### config.mk
export PLATFORM = sky130hd
export DESIGN_NAME = mbus_slave
export DESIGN_NICKNAME = d
export VERILOG_FILES = /design/src/rtl/mbus_pkg.sv /design/src/rtl/mbus_sync.sv /design/src/rtl/mbus_addr_latch.sv /design/src/rtl/mbus_regfile.sv /design/src/rtl/mbus_slave.sv
export SDC_FILE = /design/constraint.sdc
export NUM_CORES = 1
export LEC_CHECK = 0
export BUFFER_PORTS_ARGS = -buffer_cell sky130_fd_sc_hd__clkbuf_2
export CELL_PAD_IN_SITES_DETAIL_PLACEMENT = 2
export CELL_PAD_IN_SITES_GLOBAL_PLACEMENT = 2
export CORE_MARGIN = 3
export CORE_UTILIZATION = 42
export CTS_BUF_LIST = sky130_fd_sc_hd__clkbuf_8
export CTS_CLUSTER_DIAMETER = 100
export CTS_CLUSTER_SIZE = 16
export DETAILED_ROUTE_END_ITERATION = 8
export PLACE_DENSITY_LB_ADDON = 0.1
export SYNTH_ARGS = -nofsm -noshare
export SYNTH_HDL_FRONTEND = slang
export SYNTH_SLANG_ARGS = --single-unit
### constraint.sdc
create_clock -name clk -period 4.95 [get_ports clk]
set_input_delay 0.7425 -clock clk [delete_from_list [all_inputs] [get_ports clk]]
set_output_delay 0.7425 -clock clk [all_outputs]
set_load 0.05 [all_outputs]
### src/rtl/mbus_pkg.sv
package mbus_pkg;

    localparam int BYTE_W = 8;
    localparam int ADDR_W = 16;

    // strobe bundle as seen on the pins
    typedef struct packed {
        logic ale;
        logic psen_n;
        logic rd_n;
        logic wr_n;
    } strobe_t;

    localparam strobe_t STROBE_IDLE = '{ale: 1'b0, psen_n: 1'b1, rd_n: 1'b1, wr_n: 1'b1};

    // single-cycle events derived from the synchronized strobes
    typedef struct packed {
        logic addr_take;
        logic write_done;
    } bus_event_t;

    function automatic logic in_window(input logic [ADDR_W-1:0] addr,
                                       input logic [ADDR_W-1:0] base,
                                       input int unsigned       count);
        logic [ADDR_W-1:0] off;
        off = addr - base;
        return 32'(off) < count;
    endfunction

endpackage

### src/rtl/mbus_sync.sv
module mbus_sync #(
    parameter int             W       = 1,
    parameter logic [W-1:0]   RST_VAL = '0
) (
    input  logic         clk,
    input  logic         rst,
    input  logic [W-1:0] d,
    output logic [W-1:0] q
);
    logic [W-1:0] stage0;
    logic [W-1:0] stage1;

    for (genvar b = 0; b < W; b++) begin : g_bit
        always_ff @(posedge clk) begin
            if (rst) begin
                stage0[b] <= RST_VAL[b];
                stage1[b] <= RST_VAL[b];
            end else begin
                stage0[b] <= d[b];
                stage1[b] <= stage0[b];
            end
        end
    end

    assign q = stage1;
endmodule

### src/rtl/mbus_addr_latch.sv
module mbus_addr_latch
    import mbus_pkg::*;
(
    input  logic              clk,
    input  logic              rst,
    input  logic              take,
    input  logic [ADDR_W-1:0] addr_in,
    output logic [ADDR_W-1:0] addr_q
);
    always_ff @(posedge clk) begin
        if (rst)
            addr_q <= '0;
        else if (take)
            addr_q <= addr_in;
    end

    // address is held between capture events
    a_r2_addr_hold: assert property (@(posedge clk) disable iff (rst)
        (!$past(rst) && !$past(take)) |-> $stable(addr_q));
endmodule

### src/rtl/mbus_regfile.sv
module mbus_regfile
    import mbus_pkg::*;
#(
    parameter int NUM_REGS = 8,
    localparam int IDX_W   = (NUM_REGS > 1) ? $clog2(NUM_REGS) : 1
) (
    input  logic                       clk,
    input  logic                       rst,
    input  logic                       wr_en,
    input  logic [IDX_W-1:0]           idx,
    input  logic [BYTE_W-1:0]          wr_data,
    output logic [BYTE_W-1:0]          rd_data,
    output logic [NUM_REGS*BYTE_W-1:0] regs_flat
);
    logic [BYTE_W-1:0] regs_q [NUM_REGS];

    for (genvar i = 0; i < NUM_REGS; i++) begin : g_reg
        always_ff @(posedge clk) begin
            if (rst)
                regs_q[i] <= '0;
            else if (wr_en && (32'(idx) == i))
                regs_q[i] <= wr_data;
        end
        assign regs_flat[i*BYTE_W +: BYTE_W] = regs_q[i];

        // a register changes only after a write aimed at it
        a_r3_only_target: assert property (@(posedge clk) disable iff (rst)
            (!$past(rst) && (regs_q[i] != $past(regs_q[i])))
            |-> ($past(wr_en) && (32'($past(idx)) == i)));
    end

    assign rd_data = regs_q[idx];
endmodule

### src/rtl/mbus_slave.sv
module mbus_slave
    import mbus_pkg::*;
#(
    parameter logic [15:0] BASE_ADDR = 16'h8000,
    parameter int          NUM_REGS  = 8,
    localparam int         IDX_W     = (NUM_REGS > 1) ? $clog2(NUM_REGS) : 1,
    localparam int         FLAT_W    = NUM_REGS * BYTE_W
) (
    input  logic              clk,
    input  logic              rst,
    input  logic              ale,
    input  logic              psen_n,
    input  logic              rd_n,
    input  logic              wr_n,
    input  logic [7:0]        hi_addr,
    input  logic [7:0]        ad_in,
    output logic [7:0]        ad_out,
    output logic              ad_oe,
    output logic [FLAT_W-1:0] regs_out
);
    strobe_t           pins;
    strobe_t           cur;
    logic [ADDR_W-1:0] lane_d;
    logic              ale_prev;
    logic              wr_prev;
    bus_event_t        ev;
    logic [ADDR_W-1:0] addr_q;
    logic              hit;
    logic              fetch;
    logic              wr_en;
    logic [IDX_W-1:0]  idx;
    logic [ADDR_W-1:0] offset;
    logic [BYTE_W-1:0] rd_data;

    assign pins = '{ale: ale, psen_n: psen_n, rd_n: rd_n, wr_n: wr_n};

    mbus_sync #(.W($bits(strobe_t)), .RST_VAL(STROBE_IDLE)) u_strobe_sync (
        .clk (clk),
        .rst (rst),
        .d   (pins),
        .q   (cur)
    );

    // lane bytes delayed by the same depth so they line up with the strobes
    mbus_sync #(.W(ADDR_W), .RST_VAL('0)) u_lane_delay (
        .clk (clk),
        .rst (rst),
        .d   ({hi_addr, ad_in}),
        .q   (lane_d)
    );

    always_ff @(posedge clk) begin
        if (rst) begin
            ale_prev <= STROBE_IDLE.ale;
            wr_prev  <= STROBE_IDLE.wr_n;
        end else begin
            ale_prev <= cur.ale;
            wr_prev  <= cur.wr_n;
        end
    end

    assign ev.addr_take  = ale_prev & ~cur.ale;
    assign ev.write_done = ~wr_prev & cur.wr_n;

    mbus_addr_latch u_addr (
        .clk     (clk),
        .rst     (rst),
        .take    (ev.addr_take),
        .addr_in (lane_d),
        .addr_q  (addr_q)
    );

    assign hit    = in_window(addr_q, BASE_ADDR, NUM_REGS);
    assign offset = addr_q - BASE_ADDR;
    assign idx    = offset[IDX_W-1:0];
    assign fetch  = ~cur.psen_n;
    assign wr_en  = ev.write_done & hit & ~fetch;
    assign ad_oe  = ~cur.rd_n & hit & ~fetch;
    assign ad_out = ad_oe ? rd_data : '0;

    mbus_regfile #(.NUM_REGS(NUM_REGS)) u_regs (
        .clk       (clk),
        .rst       (rst),
        .wr_en     (wr_en),
        .idx       (idx),
        .wr_data   (lane_d[BYTE_W-1:0]),
        .rd_data   (rd_data),
        .regs_flat (regs_out)
    );

    // read strobe high at the pins for two edges releases the lane
    a_r5_oe_release: assert property (@(posedge clk) disable iff (rst)
        $past(rd_n, 2) |-> !ad_oe);

    // a program fetch never gets the lane driven
    a_r7_fetch_quiet: assert property (@(posedge clk) disable iff (rst)
        !$past(psen_n, 2) |-> !ad_oe);

    // the parallel view tracks what the lane returns during a read
    a_r8_view_match: assert property (@(posedge clk) disable iff (rst)
        ad_oe |-> (ad_out == regs_out[32'(idx)*BYTE_W +: BYTE_W]));
endmodule

==> impl_metrics.py <==
metrics = {
    "route": {
        "routedWlPerCell_um": 20.0,
        "dr.pass1.iters": 4,
        "vias": 3189,
        "avgViaCountPerCell": 5.21,
        "wl_mm": 12.3,
        "drt_iter0_drc": 118,
        "drc": 0,
        "drtAntennaViolNets": 0,
    },
    "synthesis": {
        "synth_cell_types": 29,
        "ys_seq_area_share_pct": 60.5,
        "synth_async_sr_flop_share_pct": 0,
        "synth_edf_count": 64,
        "synth_area_per_cell_sq_um": 13.5,
        "synth_fp_nets": 399,
        "synth_warnings": 0,
        "ys_seq_elements": 122,
        "syn_inst": 377,
        "syn-cell-area_sq_um": 5100,
        "yosys_most_used_dff": "edfxtp_1",
    },
    "timing": {
        "slew_viol_final": 0,
        "fmax_mhz": 307,
        "fin_skew_ns": 0.0162,
        "setup_tns_ns": 0,
        "final_hold_viol_count": 0,
        "rsz0062_at_grt": "no",
        "setup_viol": 0,
        "fin_crit_ns": 3.25,
        "min_period_over_period_pct": 65.7,
        "tightest_slew_ns": 1.11,
        "maxSlewHeadroom_pct": 25.5,
        "finalWorstSetupSlack_ns": 1.70,
    },
    "final_layout": {
        "fillCellCount": 1155,
        "drive_above_1_share_pct": 43.5,
        "layout.nets": 478,
        "fin_cells": 612,
        "area_growth_pct": 16.8,
        "antenna_cells": 0,
    },
    "grt": {
        "antenna_found_initial": 0,
        "track_usage_pct": 19.9,
        "grt_max_degree": 49,
        "grt_pass1_vias": 3466,
        "overflow": 0,
        "grt_first_pass_wirelength_mm": 19.5,
    },
    "worst_setup_path": {
        "path_class": "flip-flop to flip-flop",
        "cp.arrival_ns": 3.32,
        "startpoint_type": "flip-flop",
        "path_max_fanout": 36,
        "crit_path_end_kind": "flip-flop",
        "required_ns": 5.01,
    },
    "run": {
        "maxCapViolations": 0,
    },
    "placement": {
        "pre_cts_ws_ns": 1.27,
        "place_congestion": 0.746,
        "dp_hpwl_mm": 8.48,
        "dp_cells": 580,
        "portBuffers": 94,
    },
    "floorplanning": {
        "die-width_um": 116,
        "io_pins": 95,
        "die_h_um": 116,
        "core_sq_um": 11700,
        "start_util_pct": 43.7,
        "fp-row-count": 39,
        "dieArea_sq_um": 13500,
    },
    "power_and_ir_drop": {
        "p_per_area_nw_per_um2": 361,
        "peakVddDrop_mv": 0.207,
        "p_leak_nw": 2.09,
    },
    "worst_hold_path": {
        "hp-class": "flip-flop to flip-flop",
    },
    "clock_network": {
        "path_clk_slew_ns": 0.07,
        "hold_buffers": 0,
        "h-tree-depth": 4,
        "clockRootBuffer": "clkbuf_8",
        "cts_inserted_buffers": 17,
        "cts_tree": "done",
        "cts_resized": 0,
        "postCtsSetupBuffers": 0,
        "clk_latency_ns": 0.45,
        "cts_buffer_depth": 2,
        "numClockSinks": 122,
    },
    "run_status": {
        "status": "complete, no violations",
    },
}
==> logic make-up after synthesis <==
group                  after synthesis  synth area share (%)
AOI/OAI and AO/OA                   24                  2.75
buffers and inverters               37                  3.98
DFF                                122                  60.5
muxes                               24                  8.64
and+or+nand+nor                    170                  24.2
==> sequential cells by signal, summed over array words and instances (netlist names) <==
| signal | flops |
|---|---|
| u_regs.regs_q | 64 |
| u_addr.addr_q | 16 |
| u_lane_delay.q | 16 |
| u_lane_delay.stage0 | 16 |
| u_strobe_sync.q | 4 |
| u_strobe_sync.stage0 | 4 |
| ale_prev | 1 |
| wr_prev | 1 |
==> where the power goes <==
group	leakage (nW)	switching, mW	total [mW]	internal [mW]
combinational	0.728	0.115	0.154	0.0397
sequential	1.14	0.0182	1.11	1.10
clock	0.222	0.384	0.881	0.497
==> layout make-up <==
class | instances | area, sq um | share of cell area (%)
flip-flops and latches | 122 | 3080 | 51.8
multi-input cells | 218 | 1810 | 30.4
repair buffers | 96 | 485 | 8.16
clock buffers | 18 | 248 | 4.16
well taps | 143 | 179 | 3.01
clock inverters | 14 | 140 | 2.35
inverters | 1 | 3.75 | 0.0631
==> layout by cell type, fill, tap and decap left out, drive strengths merged <==
cell type	Yosys	final
nor4b	1	1
nand2	32	32
mux4	16	16
nand4	3	3
and3b	1	1
edfxtp	64	64
nor2	8	8
a21oi	16	16
nand3	1	1
nand2b	9	9
nand3b	2	2
inv	1	7
clkbuf	15	112
or2	7	7
dfxtp	58	58
and2b	1	1
nor3b	2	2
nor4	2	2
nor3	64	64
mux2i	8	8
or3b	1	1
o21bai	8	8
clkinv	0	5
nor2b	36	36
buf	21	2
bufinv	0	3
==> path summary, 6_finish.rpt <==
| path | startpoint | slack, ns | to | cells past startpoint |
|---|---|---|---|---|
| max | u_addr.addr_q[1] | 1.70 | u_regs.regs_q[4][7] | 3 |
| min | u_strobe_sync.stage0[0] | 0.41 | u_strobe_sync.q[0] | 1 |
| max reg2reg | u_addr.addr_q[1] | 1.70 | u_regs.regs_q[4][7] | 3 |
| min reg2reg | u_strobe_sync.stage0[0] | 0.41 | u_strobe_sync.q[0] | 1 |
==> Yosys cell counts, types with 2 or more instances <==
cell type / n / area [sq um]
a21oi_1: 16 / 80.1
buf_2: 12 / 60.1
buf_4: 3 / 22.5
buf_6: 5 / 56.3
clkbuf_1: 15 / 56.3
dfxtp_1: 58 / 1160
edfxtp_1: 64 / 1920
mux2i_1: 8 / 80.1
mux4_2: 16 / 360
nand2_1: 32 / 120
nand2b_1: 9 / 56.3
nand3b_1: 2 / 15.0
nand4_4: 2 / 42.5
nor2_1: 8 / 30.0
nor2b_1: 36 / 225
nor3_1: 12 / 60.1
nor3_2: 52 / 521
nor3b_1: 2 / 15.0
nor4_4: 2 / 42.5
o21bai_1: 8 / 60.1
or2_2: 7 / 43.8
==> worst max-delay path, cell delays in order, from the launching register on <==
cell	delay, ns
dfxtp_1	0.64
nor3b_1	0.48
nand4_4	0.65
o21bai_1	1.09
==> metrics by stage <==
step / hold slack [ns] / total power, mW / area (sq um) / util (%)
3_5_place_dp: 0.401 / 1.29 / 5560 / 47.7
6_report: 0.407 / 2.15 / 5950 / 51.0
2_1_floorplan: 0.389 / 1.25 / 5100 / -
3_3_place_gp: 0.397 / 1.29 / 5560 / 47.7
5_1_grt: 0.420 / 2.23 / 5950 / 51.0
4_1_cts: 0.411 / 2.18 / 5950 / 51.0
==> layer usage <==
metal | up-vias | global-route usage [%] | wire length [um]
met4 | 0 | 7.89 | 221
met2 | 94 | 35.4 | 6510
met1 | 1576 | 22.9 | 5020
met3 | 24 | 5.03 | 523
li1 | 1495 | - | -
met5 | - | 0 | 0
No activity file was read; power rests on OpenSTA's default activity.
